$ cat src/rtl/tgf_pkg.sv
package tgf_pkg;
    typedef enum logic {
        IRQ_BUF = 1'b0,
        IRQ_LVL = 1'b1
    } irq_src_e;
endpackage

$ cat src/rtl/tgf_store.sv
module tgf_store #(
    parameter  int DEPTH = 16,
    parameter  int DW    = 8,
    localparam int AW    = $clog2(DEPTH),
    localparam int CW    = $clog2(DEPTH + 1)
) (
    input  logic          clk,
    input  logic          rst_n,
    input  logic          run,
    input  logic          wr,
    input  logic [DW-1:0] wdata,
    input  logic          rd,
    output logic [DW-1:0] rdata,
    output logic [CW-1:0] count,
    output logic          full,
    output logic          empty
);
    typedef struct packed {
        logic [AW-1:0] wp;
        logic [AW-1:0] rp;
        logic [CW-1:0] cnt;
    } store_t;

    store_t st_d, st_q;
    logic [DW-1:0] mem_q [DEPTH];

    function automatic logic [AW-1:0] step(input logic [AW-1:0] p);
        return (p == AW'(DEPTH - 1)) ? '0 : p + 1'b1;
    endfunction

    always_comb begin
        st_d = st_q;
        if (!run) begin
            st_d = '0;
        end else begin
            if (wr) st_d.wp = step(st_q.wp);
            if (rd) st_d.rp = step(st_q.rp);
            case ({wr, rd})
                2'b10:   st_d.cnt = st_q.cnt + 1'b1;
                2'b01:   st_d.cnt = st_q.cnt - 1'b1;
                default: st_d.cnt = st_q.cnt;
            endcase
        end
    end

    always_ff @(posedge clk or negedge rst_n) begin
        if (!rst_n) st_q <= '0;
        else        st_q <= st_d;
    end

    always_ff @(posedge clk) begin
        if (run && wr) mem_q[st_q.wp] <= wdata;
    end

    assign rdata = mem_q[st_q.rp];
    assign count = st_q.cnt;
    assign full  = (st_q.cnt == CW'(DEPTH));
    assign empty = (st_q.cnt == '0);

    AST_NO_OVERFLOW: assert property (@(posedge clk) disable iff (!rst_n)
        st_q.cnt <= CW'(DEPTH));
    AST_READ_NONEMPTY: assert property (@(posedge clk) disable iff (!rst_n)
        (run && rd) |-> (st_q.cnt != '0));
endmodule

$ cat src/rtl/tgf_gap.sv
module tgf_gap #(
    parameter int GW = 9
) (
    input  logic          clk,
    input  logic          rst_n,
    input  logic          run,
    input  logic          take,
    input  logic          idle,
    input  logic          tick,
    input  logic [GW-1:0] gap_len,
    output logic          open_o
);
    typedef struct packed {
        logic          pend;
        logic [GW-1:0] cnt;
    } gap_t;

    gap_t gp_d, gp_q;

    always_comb begin
        gp_d = gp_q;
        if (!run) begin
            gp_d = '0;
        end else if (take) begin
            gp_d.pend = 1'b1;
            gp_d.cnt  = '0;
        end else if (gp_q.pend && idle && tick && (gp_q.cnt < gap_len)) begin
            gp_d.cnt = gp_q.cnt + 1'b1;
        end
    end

    always_ff @(posedge clk or negedge rst_n) begin
        if (!rst_n) gp_q <= '0;
        else        gp_q <= gp_d;
    end

    assign open_o = !gp_q.pend || (gp_q.cnt >= gap_len);

    AST_GAP_ARMS: assert property (@(posedge clk) disable iff (!rst_n)
        (run && take) |=> (open_o == (gap_len == '0)));
    AST_GAP_NEEDS_TICK: assert property (@(posedge clk) disable iff (!rst_n)
        (run && !take && !tick) |=> $stable(gp_q.cnt));
    AST_GAP_DROPPED: assert property (@(posedge clk) disable iff (!rst_n)
        !run |=> open_o);
endmodule

$ cat src/rtl/tgf_irq.sv
module tgf_irq #(
    parameter int CW = 5
) (
    input  tgf_pkg::irq_src_e src,
    input  logic              lvl_ie,
    input  logic              rdy_ie,
    input  logic [CW-1:0]     count,
    input  logic [CW-1:0]     trig,
    output logic              irq
);
    always_comb begin
        case (src)
            tgf_pkg::IRQ_LVL: irq = lvl_ie && (count <= trig);
            default:          irq = rdy_ie && (count == '0);
        endcase
    end
endmodule

$ cat src/rtl/tx_gap_fifo.sv
module tx_gap_fifo #(
    parameter  int DEPTH = 16,
    parameter  int DW    = 8,
    parameter  int GAP_W = 9,
    localparam int CW    = $clog2(DEPTH + 1)
) (
    input  logic             clk,
    input  logic             rst_n,
    input  logic             wr_en,
    input  logic [DW-1:0]    wr_data,
    input  logic             fifo_run,
    input  logic             fifo_mode,
    input  logic [GAP_W-1:0] gap_len,
    input  logic [CW-1:0]    trig_lvl,
    input  logic             lvl_ie,
    input  logic             rdy_ie,
    input  logic             sh_idle,
    input  logic             sh_load,
    input  logic             baud_tick,
    output logic             sh_valid,
    output logic [DW-1:0]    sh_data,
    output logic [CW-1:0]    fill_cnt,
    output logic             tx_irq
);
    logic full, empty, gap_open, take, wr_ok;
    logic [CW-1:0] cnt;

    assign wr_ok    = wr_en && fifo_run && !full;
    assign sh_valid = fifo_run && !empty && gap_open;
    assign take     = sh_valid && sh_load;
    assign fill_cnt = cnt;

    tgf_store #(.DEPTH(DEPTH), .DW(DW)) u_store (
        .clk   (clk),
        .rst_n (rst_n),
        .run   (fifo_run),
        .wr    (wr_ok),
        .wdata (wr_data),
        .rd    (take),
        .rdata (sh_data),
        .count (cnt),
        .full  (full),
        .empty (empty)
    );

    tgf_gap #(.GW(GAP_W)) u_gap (
        .clk     (clk),
        .rst_n   (rst_n),
        .run     (fifo_run),
        .take    (take),
        .idle    (sh_idle),
        .tick    (baud_tick),
        .gap_len (gap_len),
        .open_o  (gap_open)
    );

    tgf_irq #(.CW(CW)) u_irq (
        .src    (tgf_pkg::irq_src_e'(fifo_mode)),
        .lvl_ie (lvl_ie),
        .rdy_ie (rdy_ie),
        .count  (cnt),
        .trig   (trig_lvl),
        .irq    (tx_irq)
    );

    AST_VALID_HAS_DATA: assert property (@(posedge clk) disable iff (!rst_n)
        sh_valid |-> (fill_cnt != '0));
    AST_FULL_DROP: assert property (@(posedge clk) disable iff (!rst_n)
        (fifo_run && wr_en && (fill_cnt == CW'(DEPTH)) && !take) |=> (fill_cnt == CW'(DEPTH)));
    AST_RUN_EMPTIES: assert property (@(posedge clk) disable iff (!rst_n)
        !fifo_run |=> (fill_cnt == '0));
    AST_EMPTY_LVL_IRQ: assert property (@(posedge clk) disable iff (!rst_n)
        (fifo_mode && lvl_ie && (fill_cnt == '0)) |-> tx_irq);
endmodule

$ cat config.mk
export PLATFORM = sky130hd
export DESIGN_NAME = tx_gap_fifo
export DESIGN_NICKNAME = d
export VERILOG_FILES = /design/src/rtl/tgf_pkg.sv /design/src/rtl/tgf_store.sv /design/src/rtl/tgf_gap.sv /design/src/rtl/tgf_irq.sv /design/src/rtl/tx_gap_fifo.sv
export SDC_FILE = /design/constraint.sdc
export NUM_CORES = 1
export LEC_CHECK = 0
export ABC_CLOCK_PERIOD_IN_PS = 4800
export BUFFER_PORTS_ARGS = -buffer_cell sky130_fd_sc_hd__buf_2
export CORE_UTILIZATION = 45
export CTS_CLUSTER_DIAMETER = 100
export DETAILED_ROUTE_END_ITERATION = 10
export PLACE_DENSITY_LB_ADDON = 0.08
export SYNTH_ARGS = -nofsm -noshare
export SYNTH_HDL_FRONTEND = slang
export SYNTH_SLANG_ARGS = --single-unit
$ cat constraint.sdc
create_clock -name clk -period 4.8 [get_ports clk]
set_input_delay 0.48 -clock clk [delete_from_list [all_inputs] [get_ports clk]]
set_output_delay 0.48 -clock clk [all_outputs]
set_load 0.005 [all_outputs]
### Word level (Yosys, flattened, before mapping)

Memories as Yosys holds them, arrays and structs flattened.
Index checks and enable logic that the tools add are counted.

| storage, ports and cells | value |
|---|---|
| register bits after elaboration | 23 |
| RAM bits | 128 |
| input port bits | 32 |
| word-level logic and storage cells | 52 |
| memories | 1 |

| cells by class | value |
|---|---|
| $add $sub $neg | 5 |
| magnitude comparators | 3 |
| equal/unequal tests | 9 |
| mux-type cells | 13 |
| reductions and logical operators | 16 |

Memory list:

| memory | depth | bits a word | read ports | clocked after memory_dff | wr ports | RTL line | source |
|---|---|---|---|---|---|---|---|
| u_store.mem_q | 16 | 8 | 1 | 0 | 1 | tgf_store.sv:25 | `logic [DW-1:0] mem_q [DEPTH];` |

Operator list:

| cell | count |
|---|---|
| $mux W9 | 2 |
| $mux W4 | 4 |
| $mux W13 | 1 |
| $logic_and A1 B1 Y1 | 11 |
| $mux W10 | 1 |
| $pmux W5 S2 | 1 |
| $add A9 B1 Y9 const B | 1 |
| $ge A9 B9 Y1 | 1 |
| $lt A9 B9 Y1 | 1 |
| $add A4 B1 Y4 const B | 2 |
| $eq A4 B4 Y1 const B | 2 |
| $ne A3 B1 Y1 const B | 2 |
| $add A5 B1 Y5 const B | 1 |
| $eq A5 B5 Y1 const B | 1 |
| $le A5 B5 Y1 | 1 |
| $logic_not A5 Y1 | 1 |
| $sub A5 B1 Y5 const B | 1 |
| $mux W1 | 4 |
| $ne A2 B1 Y1 const B | 2 |
| $logic_not A1 Y1 | 3 |
| $eq A2 B1 Y1 const B | 1 |
| $eq A2 B2 Y1 const B | 1 |
| $logic_or A1 B1 Y1 | 1 |

### Longest topological paths before layout

| depth | value |
|---|---|
| word-level depth | 8 |
| gate-level depth with buffers | 15 |
| depth with buffers taken out | 14 |

### Cells and area by module

A second synthesis with hierarchy kept.

| second synthesis, totals | value |
|---|---|
| cell total of the unflattened synthesis | 438 |
| area, all modules | 6845.3 um^2 |

Modules (own cells, without submodules):

| module | times used | cells each | area each (um^2) |
|---|---|---|---|
| tgf_store | 1 | 323 | 5863.1 |
| tgf_gap | 1 | 91 | 788.3 |
| tgf_irq | 1 | 21 | 165.2 |
| tx_gap_fifo | 1 | 3 | 28.8 |

### Least setup slack after synthesis

No wires, ideal clock.

| timing | value |
|---|---|
| path type | input to register |
| from | in gap_len[8] |
| to | reg u_store.st_q (netlist bit u_store.count[4]) |
| library setup time | 0.120 ns |
| arrival time | 3.388 ns |
| slack | 1.292 ns |
| stages | 15 |
| path buffers | 1 |
| cells stage by stage | inv_1 -> ha_1 -> nand4_2 -> o2111ai_1 -> or3_1 -> buf_2 -> o221a_2 -> and3b_1 -> fa_1 -> a21o_1 -> a21oi_1 -> nand2_1 -> nor3_1 -> o21ai_0 -> and3b_1 |

| between the ends | value |
|---|---|
| longest elaborated chain between the ends | 7 |
| elaborated cells on any way between the ends | 9 |

RTL lines:

| element | RTL line | source |
|---|---|---|
| start: declaration | tx_gap_fifo.sv:13 | `input logic [GAP_W-1:0] gap_len,` |
| $ge A9 B9 Y1 (*) | tgf_gap.sv:37 | `assign open_o = !gp_q.pend \|\| (gp_q.cnt >= gap_len);` |
| $logic_or A1 B1 Y1 (*) | tgf_gap.sv:37 |  |
| $logic_and A1 B1 Y1 (*) | tx_gap_fifo.sv:29 | `assign sh_valid = fifo_run && !empty && gap_open;` |
| named net sh_valid | tx_gap_fifo.sv:20 | `output logic sh_valid,` |
| $logic_and A1 B1 Y1 (*) | tx_gap_fifo.sv:30 | `assign take = sh_valid && sh_load;` |
| $eq A2 B1 Y1 / $eq A2 B2 Y1 (equally long branches) | tgf_store.sv:38 | `case ({wr, rd})` |
| $pmux W5 S2 | tgf_store.sv:38 |  |
| $mux W13 | tgf_store.sv:33 | `if (!run) begin` |
| end signal: assignment | tgf_store.sv:48 | `else st_q <= st_d;` |
| end: declaration | tgf_store.sv:24 | `store_t st_d, st_q;` |

Mark *: on every way through the listed nets, which the timed path passes. The rest lies on a longest branch.
A chain may end at the register's enable or synchronous reset.

### Worst setup path in the final report

| timing | value |
|---|---|
| from | reg u_gap.gp_q[4] (netlist bit) |
| to | reg u_store.st_q (netlist bit u_store.count[4]) |

| between the ends | value |
|---|---|
| longest elaborated chain between the ends | 7 |
| elaborated cells on any way between the ends | 9 |

RTL lines:

| element | RTL line | source |
|---|---|---|
| start: declaration | tgf_gap.sv:18 | `gap_t gp_d, gp_q;` |
| start signal: assignment | tgf_gap.sv:34 | `else gp_q <= gp_d;` |
| $ge A9 B9 Y1 (*) | tgf_gap.sv:37 |  |
| $logic_or A1 B1 Y1 (*) | tgf_gap.sv:37 |  |
| $logic_and A1 B1 Y1 (*) | tx_gap_fifo.sv:29 |  |
| $logic_and A1 B1 Y1 (*) | tx_gap_fifo.sv:30 |  |
| $eq A2 B1 Y1 / $eq A2 B2 Y1 (equally long branches) | tgf_store.sv:38 |  |
| $pmux W5 S2 | tgf_store.sv:38 |  |
| $mux W13 | tgf_store.sv:33 |  |

Every way passes the cells marked *; elsewhere a longest branch is shown, timed or not.

==> metrics <==
Bufs on Longest Clock Path 2; Unique masters post-synth 45; RSZ-0062 raised after global routing no; fin crit share 0.7734; Slew Viols, Final 0; FILL cells 1,217; hold buffers post-CTS 0; status finished, final reports clean; CP endpoint kind flop; RR Endpoint u_store.count[4]$_DFFE_PN0P_; Fin. Hold Viols 0; Post-DP Area 0.007111 mm²; Worst-Skew Late Latency about 0.42 ns; Final nets 507; Syn Nets ~460; layout cells sized above 1 0.2765; Post-CTS Resized 0; EDFF count, synth 128; main combinational cell family by area after synthesis multiplexers; Critical Path RT 5.11 ns; vias in the first global route 3,692; initial antenna violation count 0; Simple-Gate Fraction of Synth Area 0.07463; Port Buffers between 40 and 50; post-synthesis sequential area ratio 0.6574; Syn Area/Cell about 17 µm²; post-layout util 0.5293; commonest non-fill, non-tap cell in the layout edfxtp_1; DRT iter0 DRCs roughly 340; row cnt 44; setup TNS 0 ns; htree depth 4; RR Startpoint u_gap.gp_q[4]$_DFFE_PN0P_; DRC errors left 0; CTS tree yes; slowest cell on the critical path or3_1; Hold WC Path Type primary input to asynchronous set/reset pin; flops & latches, synth between 150 and 200; slew margin rel. 0.2330; wire length per cell 20.81 µm; area of the die 0.01543 mm²; startpoint types flop; endpoints failing setup 0; Clock Sinks around 150; Max Fclk approximately 270 MHz; Crit path largest cell delay 0.57 ns; # diodes 0; cts bufs inserted 17; total global-route track usage 0.1913; compound-gate portion of the synthesized area 0.04243; postcts setup bufs 0; maxcap violations 0; antenna viol nets, final 0; starting density of the core 0.4626; die height 124.2 µm; Vias 3,610; Overall Power 3.544 mW; Area Overhead vs Synth 14.42%; Worst-path clk slew 0.06 ns; worst reg2reg path depth 13; critical path fanouts, max 10; Worst-Margin Slew 1.133 ns; core area 0.01453 mm²; Post-Synth XOR/XNOR Area 0.01824; maximum resistive drop on vdd 0.2717 mV; grt ovf 0; reg-to-reg slack, setup 1.09 ns; CTS root buf clkbuf_16; first-pass GRT wire length around 21,000 µm; Syn Std Cell Area 0.006723 mm²; Tmin final 3.712 ns; FFs w/ async S/R, synth 0.1523; vias per cell roughly 5.6; largest net degree at the start of global routing 25; final instance area between 0.007 and 0.008 mm²; Mapped Cells 402; Synth Flop Type edfxtp_1; Crit path arrival time 4.02 ns; Final HPWL DP between 8000 and 9000 µm; Post-Layout Cell Count 647; Post-Place Cells approximately 620; P per Cell Area 460.7 mW/mm²; post-synthesis mux area share 0.1361; Die X 124.2 µm; final wirelength approximately 13,000 µm; most frequent cells in the layout edfxtp_1, buf_2, mux4_2, ha_1, dfrtp_1; GP Congestion 0.7801; Setup Crit Path Kind flop to flop; I/O pin count 47; Synth Area in Adders 0.04578; Synth Warn # 0; crit path cell chain ha_1, a21oi_1, o2111ai_1, or3_1, o221a_2, and3b_1, fa_1, a21o_1, a21oi_1, nand2_1, nor3_1, o21ai_0, and3b_1; worst clock skew between 0.005 and 0.006 ns; leakage power between 2 and 3 nW; DR pass1 iterations 4
[synthesized netlist by cell type, drive strengths merged, types with 3 or more instances]
cell,n,area share
o21ai,8,0.0060
a21o,4,0.0045
nor2b,4,0.0037
a21oi,8,0.0060
o21a,6,0.0078
ha,23,0.043
a21boi,3,0.0033
nor2,18,0.010
nand2,19,0.011
xnor2,12,0.016
nand4,5,0.0056
nand3,7,0.0052
nor3,11,0.0082
dfrtp,23,0.086
buf,11,0.0099
clkbuf,8,0.0045
mux4,40,0.13
edfxtp,128,0.57
and3,5,0.0047
inv,20,0.011
and2,16,0.016
[area by class of cell]
type	instances	area, µm²	area share
multi-input cells	212	2132	0.2772
flip-flops and latches	151	4420	0.5747
inverters	20	75.07	0.009759
well taps	184	230.2	0.02993
repair buffers	49	252.7	0.03286
clock buffers	18	429.2	0.05579
clock inverters	13	152.6	0.01984
[how the worst max path moves through the flow]
| stage | startpoint | to | slack, ns | depth (start not counted) |
|---|---|---|---|---|
| 6_report | u_gap.gp_q[4]$_DFFE_PN0P_ | u_store.count[4]$_DFFE_PN0P_ | 1.09 | 13 |
| 4_1_cts | u_gap.gp_q[4]$_DFFE_PN0P_ | u_store.count[4]$_DFFE_PN0P_ | 1.10 | 13 |
| 3_5_place_dp | gap_len[8] | u_store.count[4]$_DFFE_PN0P_ | 0.96 | 15 |
| 2_1_floorplan | gap_len[8] | u_store.count[4]$_DFFE_PN0P_ | 1.29 | 15 |
| 3_3_place_gp | gap_len[8] | u_store.count[4]$_DFFE_PN0P_ | 1.05 | 15 |
| 5_1_grt | u_gap.gp_q[4]$_DFFE_PN0P_ | u_store.count[4]$_DFFE_PN0P_ | 0.79 | 13 |
[worst max-delay path: cells and delay by family, from the launching register on]
kind                     cells  cell delay, ns
AND/OR/NAND/NOR              5            1.26
AO/OA/AOI/OAI                6            1.18
adder cells (fa/ha/maj)      2            0.74
flip-flops                   1            0.43
[registers in the layout (all words and copies together) (netlist names)]
register       count
u_gap.gp_q        10
u_store.count      5
u_store.mem_q    128
u_store.st_q       8
[routing by layer]
layer | up-vias | track usage | share of wire
met5 | - | 0 | 0
met4 | 0 | 0.07087 | 0.019
met3 | 20 | 0.05216 | 0.036
met2 | 83 | 0.3042 | 0.49
met1 | 1844 | 0.2515 | 0.46
li1 | 1663 | - | -
[power by group]
part | total [mW] | internal, mW | switching [mW]
Sequential | 1.54 | 1.47 | 0.0720
Clock | 1.31 | 0.812 | 0.501
Combinational | 0.694 | 0.353 | 0.341
Total | 3.54 | 2.63 | 0.914
[through the flow]
step / hold WS (ns) / setup WS (ns)
floorplan: 0.1844 / 1.292
detailed placement: 0.5007 / 0.9600
global route: 0.06221 / 0.7916
finish: 0.03933 / 1.088
CTS: 0.04198 / 1.104
global placement: 0.5055 / 1.048
[logic make-up (layout without fill, tap and decap cells)]
group	count (synthesis)	after routing
flip-flops	151	151
XOR/XNOR	14	14
buffers and inverters	39	100
AND/OR/NAND/NOR	94	94
multiplexers	41	41
AO/OA/AOI/OAI	39	39
adder cells (fa/ha/maj)	24	24
No activity file was read; power rests on OpenSTA's default activity.
